`src/rtl/ret_ring_stack.sv`:
```
module ret_ring_stack #(
  parameter int DEPTH = 8,
  parameter int AW    = 13
) (
  input  logic          clk,
  input  logic          rst_n,
  input  logic          push_en,
  input  logic          pop_en,
  input  logic [AW-1:0] push_addr,
  output logic [AW-1:0] pop_addr
);
  localparam int PW = $clog2(DEPTH);

  logic [AW-1:0] slot [DEPTH];
  logic [PW-1:0] ptr;
  logic [PW-1:0] top_idx;

  assign top_idx  = ptr - PW'(1);
  assign pop_addr = slot[top_idx];

  always_ff @(posedge clk) begin
    if (!rst_n) begin
      ptr <= '0;
      for (int i = 0; i < DEPTH; i++) slot[i] <= '0;
    end else begin
      unique case ({push_en, pop_en})
        2'b10: begin
          slot[ptr] <= push_addr;
          ptr       <= ptr + PW'(1);
        end
        2'b01: ptr <= top_idx;
        2'b11: slot[top_idx] <= push_addr;
        default: ;
      endcase
    end
  end
endmodule

```
`config.mk`:
```
export PLATFORM = sky130hd
export DESIGN_NAME = ret_ring_stack
export DESIGN_NICKNAME = d
export VERILOG_FILES = /design/src/rtl/ret_ring_stack.sv
export SDC_FILE = /design/constraint.sdc
export NUM_CORES = 1
export LEC_CHECK = 0
export BUFFER_PORTS_ARGS = -buffer_cell sky130_fd_sc_hd__buf_2
export CAP_MARGIN = 20
export CORE_ASPECT_RATIO = 0.6
export CORE_MARGIN = 2
export CORE_UTILIZATION = 62
export CTS_BUF_LIST = sky130_fd_sc_hd__clkbuf_2 sky130_fd_sc_hd__clkbuf_4 sky130_fd_sc_hd__clkbuf_8
export DETAILED_ROUTE_END_ITERATION = 7
export PLACE_DENSITY = 0.81
export SYNTH_ARGS = -nofsm -noshare
export SYNTH_HDL_FRONTEND = slang
export SYNTH_SLANG_ARGS = --single-unit
```
`constraint.sdc`:
```
create_clock -name clk -period 7 [get_ports clk]
set_input_delay 0 -clock clk [delete_from_list [all_inputs] [get_ports clk]]
set_output_delay 0 -clock clk [all_outputs]
set_load 0.02 [all_outputs]
```
# After elaboration in Yosys (flattened, before gate mapping)
# Memory sizes are Yosys's and may differ from the RTL's.
# Cells that the tools add are included.
totals:
  latch_bits: 0
  mem_count: 1
  mem_bits_ro: 0
  register_bits: 3
  ramBits: 104
  word_cells: 24
op_classes:
  magnitude_cmp: 0
  div: 0
  n_eq_ne: 3
  multipliers: 0
  mux: 14
  bitwise_logic: 0
  n_addsub: 2
  n_shift: 0
  n_reduce_logical: 3
memory_table:
  columns: ["name", "words", "word_bits", "read_ports", "rd_ports_with_merged_regs", "write_ports", "line", "rtl"]
  rows:
  - ["slot", 8, 13, 1, 0, 8, "14", "logic [AW-1:0] slot [DEPTH];"]
ops:
  columns: ["cell", "n"]
  rows:
  - ["$mux 13", 2]
  - ["$reduce_or 13->1", 2]
  - ["$mux 1", 9]
  - ["$mux 3", 2]
  - ["$pmux 3 s2", 1]
  - ["$eq 2x2->1 const B", 2]
  - ["$add 3x1->3 const B", 1]
  - ["$sub 3x1->3 const B", 1]
  - ["$eq 2x1->1 const B", 1]
  - ["$reduce_bool 2->1", 1]

# Longest topological paths before layout
logic_depth:
  ltp_word: 7
  depth_mapped: 9
  depth_no_buf: 5

# Worst setup path after synthesis
# Ideal clock, no wire load.
synth_path:
  path_kind: "register to register"
  from: "reg ptr[0]"
  to: "mem slot[2][0], enable pin"
  n_path_buf: 3
  t_arrival_ps: 2476
  slack_ps: 4123
  stages_incl_launch_ff: 9
  setup_ps: 401
  path_cell_list: "dfxtp_1 > buf_6 > buf_6 > inv_1 > ha_1 > buf_2 > inv_1 > a31oi_2 > o21ai_0"
synth_rtl:
  columns: ["element", "line", "rtl"]
  rows:
  - ["start, declared", "15", "logic [PW-1:0] ptr;"]
  - ["start signal, assigned", "29", "ptr <= ptr + PW'(1);"]
  - ["start signal, assigned", "31", "2'b01: ptr <= top_idx;"]
  - ["end, declared", "14", null]

==> results.txt <==
The run finished with clean final reports. The total overflow left after global routing is 0. The tools report the violation count after the first detailed-route iteration as 552. The tools report the endpoint of the worst hold path as slot[4][7].

The top flip-flop cell by instance count after synthesis was sky130_fd_sc_hd__edfxtp_1. Counting flops with a built-in enable in the synthesized netlist gives 104. The tools report the sort of element at the end of the critical path as a register. STA puts the critical path data arrival time at 4.00 ns.

The CTS clock-pin slew for the worst setup and hold paths was 0.09 ns. The number of cell instances on the worst register-to-register path is 5. The post-layout utilization of the core was 68.6%; the instance count after placement with tap cells included was 462. The post-cts sizing count is 0, and the async set-or-reset flop fraction in the synthesized netlist is 0%. The placement row count came out at 26. Critical-path cell with the highest stage delay: sky130_fd_sc_hd__dfxtp_2.

Routability-driven placement finished with a final weighted congestion of 0.889. Master cell of the clock root buffer: sky130_fd_sc_hd__clkbuf_8. After synthesis the cells add up to 0.00538 mm2. The run gives 2.96 ns as the least setup slack across all paths after layout. In the global route stage, overall resource usage came out at 28.3%. The tools report the final worst clock skew as 0.00736 ns. The logs give 0 for the post-CTS setup buffer count and 0 for the setup-violating endpoint count in the final report. After layout, the worst path uses 57.7% of the clock period.

The count of nets left with antenna violations once routing finished came out at 0. TritonCTS built the clock tree. The die is 76.2 um tall.

Across the whole layout, storage elements account for 0.00318 mm2. The area growth from synthesis to layout is 7.88%. Detailed routing inserted a total of 3,363 vias. The number of clock buffers added by TritonCTS is 9.

The net count of the finished layout is 388. For the number of global-route vias before repair, the log shows 3,037. The tools report the initial antenna violation count as 0. Dividing the detail-routed wire length by the instance count gives 26.6 um.

Fill cells in the final layout number 579. The launching instance or port of the critical path is ptr[0]. The synthesized design devotes to its leading area cell type 58.0% of total area. For flop-to-flop paths, the worst setup slack is 2.96 ns. The largest incremental delay on the critical path was 1.01 ns. The path class of the tightest hold or removal check is primary input to register. The leading cell type by number of instances after synthesis is sky130_fd_sc_hd__edfxtp_1. In this run the deepest clock path goes through 2 buffers. For the endpoint required time on the critical path, the log shows 6.96 ns. The run gives 0.00946 mm2 as the die area. The worst-case IR drop observed on VDD is 135 uV. The actual slew at the worst max-slew pin is 1.11 ns. After detailed routing, the total wire length is 12,800 um. Entering global routing, the biggest net connects 37 pins. The number of nets handed over by synthesis was 365. For this run, the number of standard cells in the final layout without fillers is 482. The H-tree generated during clock tree synthesis spans 3 levels. 30 I/O pins were placed.

Using the TritonRoute via totals, the vias-per-cell ratio works out to 6.98. The analysis attributes to cell leakage a power of 2.01 nW. The tools report the estimated wirelength of the detail-placed design as 8950 um.

The number of stages on the worst hold path was 2; the maximum clock frequency was 248 MHz. The number of sinks driven by the clock tree is 107. The startpoint class of the critical path was a register. Counting flops and latches in the post-synthesis netlist gives 107. The clock latency on the worst-skew pair was 0.37 ns; the fraction of layout cells with a size suffix above 1 was 26.5%. Timing analysis after detailed placement gives a worst setup slack of 2.37 ns.

The worst reg2reg path startpoint is ptr[0]. The critical path is of the register to register type. The core area is 0.00846 mm2, and the number of maximum-capacitance constraint violations is 0. Each instance of the synthesized netlist takes up on average 15.7 um2. The global-route wire length before repair is 19,300 um, and the starting utilization of the core area is 63.6%.

The logs give 0 for the count of hold buffers inserted by post-cts repair and 0 for the post-route DRC violation count. The signal on the critical path passes through inv_1 -> ha_1 -> and4b_1 -> nor3_4 -> o21ai_1. The number of endpoints with negative hold slack in the final report is 0, and the power per standard cell area is 268 mW/mm2.

After synthesis, the most frequently instantiated cells are sky130_fd_sc_hd__edfxtp_1, sky130_fd_sc_hd__nor3_1, sky130_fd_sc_hd__nor3b_1. For this run, the number of Yosys warnings is 0. By area the synthesized netlist is led by sky130_fd_sc_hd__edfxtp_1, sky130_fd_sc_hd__mux4_1, sky130_fd_sc_hd__nor3b_1, sky130_fd_sc_hd__nor3_1, sky130_fd_sc_hd__mux2_2.

The maximum fanout along the worst path works out to 36. The first detailed-routing pass took 5 iterations. The setup total negative slack was 0 ns; the gate count of the mapped netlist was 343. In this run the most critical hold path is launched from push_addr[7].

The final critical-path required period is 4.04 ns. The number of input and output port buffers inserted works out to 29. The overall die width works out to 124 um. Biggest area consumer among synthesized cells: sky130_fd_sc_hd__edfxtp_1.

For the unique cell type count in the Yosys netlist, the log shows 37. Of the synthesized area, sequential elements account for 59.2%. Setup repair after global routing left no endpoint under its margin. The tools report the number of antenna cells inserted as 0.

Summing all multi-input logic gate instances after layout gives 0.00199 mm2. The number of max-slew violations in the final report is 0. In this run the critical register-to-register path is captured at slot[4][3]. Relative slew slack: 25.3%.
## flip-flops by register name (all words and copies together) (netlist names)
signal	cells
ptr	3
slot	104
## power by group
group	total (mW)	internal (mW)	switching (mW)	leakage, nW
sequential	0.780	0.748	0.0325	1.10
clock	0.399	0.197	0.202	0.104
combinational	0.377	0.156	0.221	0.803
total	1.56	1.10	0.455	2.01
## cell usage in the layout (no fill, tap or decap), types with 8 or more instances in the layout
cell type / n
sky130_fd_sc_hd__buf_2: 29
sky130_fd_sc_hd__buf_4: 9
sky130_fd_sc_hd__clkbuf_8: 9
sky130_fd_sc_hd__edfxtp_1: 104
sky130_fd_sc_hd__mux2_2: 13
sky130_fd_sc_hd__mux4_1: 20
sky130_fd_sc_hd__nand2_1: 14
sky130_fd_sc_hd__nor3_1: 52
sky130_fd_sc_hd__nor3b_1: 42
sky130_fd_sc_hd__nor3b_2: 11
sky130_fd_sc_hd__o21ai_1: 8
## area by class of cell
class,instances,share of cell area (%)
Clock buffer,9,2.13
Clock inverter,6,1.40
Inverter,6,0.388
Multi-Input combinational cell,201,34.3
Sequential cell,107,54.9
Tap cell,112,2.41
Timing Repair Buffer,41,4.53
## worst max path at each step
stage / endpoint / slack [ns] / cells after the start
6_report: slot[4][3] / 2.96 / 5
5_1_grt: slot[4][2] / 2.78 / 5
4_1_cts: slot[0][5] / 2.35 / 5
3_5_place_dp: slot[0][3] / 2.37 / 5
3_3_place_gp: slot[0][3] / 2.68 / 5
2_1_floorplan: slot[2][0] / 4.12 / 8
## worst max-delay path: cells and delay by family, from the launching register on
family                   cells  cell delay [ns]
buffers and inverters        1             0.23
flip-flops                   1             1.01
AO/OA/AOI/OAI                1             0.62
AND/OR/NAND/NOR              2             1.15
adder cells (fa/ha/maj)      1             0.58
## layer usage
metal | vias up | routed length (um) | global-route usage (%)
li1 | 1428 | - | -
met1 | 1695 | 5780 | 47.0
met2 | 224 | 5180 | 36.4
met3 | 16 | 1750 | 9.13
met4 | 0 | 120 | 5.51
met5 | - | 0 | 0
## logic make-up (layout without fill, tap and decap cells)
| family | count (synthesis) | after routing | share of synthesized area, % |
|---|---|---|---|
| adders and majority gates | 5 | 5 | 1.16 |
| and+or+nand+nor | 132 | 132 | 16.5 |
| DFF | 107 | 107 | 59.2 |
| AOI/OAI and AO/OA | 19 | 19 | 3.07 |
| buffers and inverters | 35 | 62 | 3.86 |
| muxes | 40 | 40 | 15.2 |
| xor gates and xnor gates | 5 | 5 | 1.09 |
## per-stage QoR
step           total power, mW  area, um2  hold WS [ns]
2_1_floorplan             1.05       5380         0.239
3_3_place_gp              1.14       5520         0.459
3_5_place_dp              1.16       5540         0.461
4_1_cts                   1.55       5740        0.0597
5_1_grt                   1.61       5800        0.0645
6_report                  1.56       5800        0.0848
(Power assumes the default switching activity.)
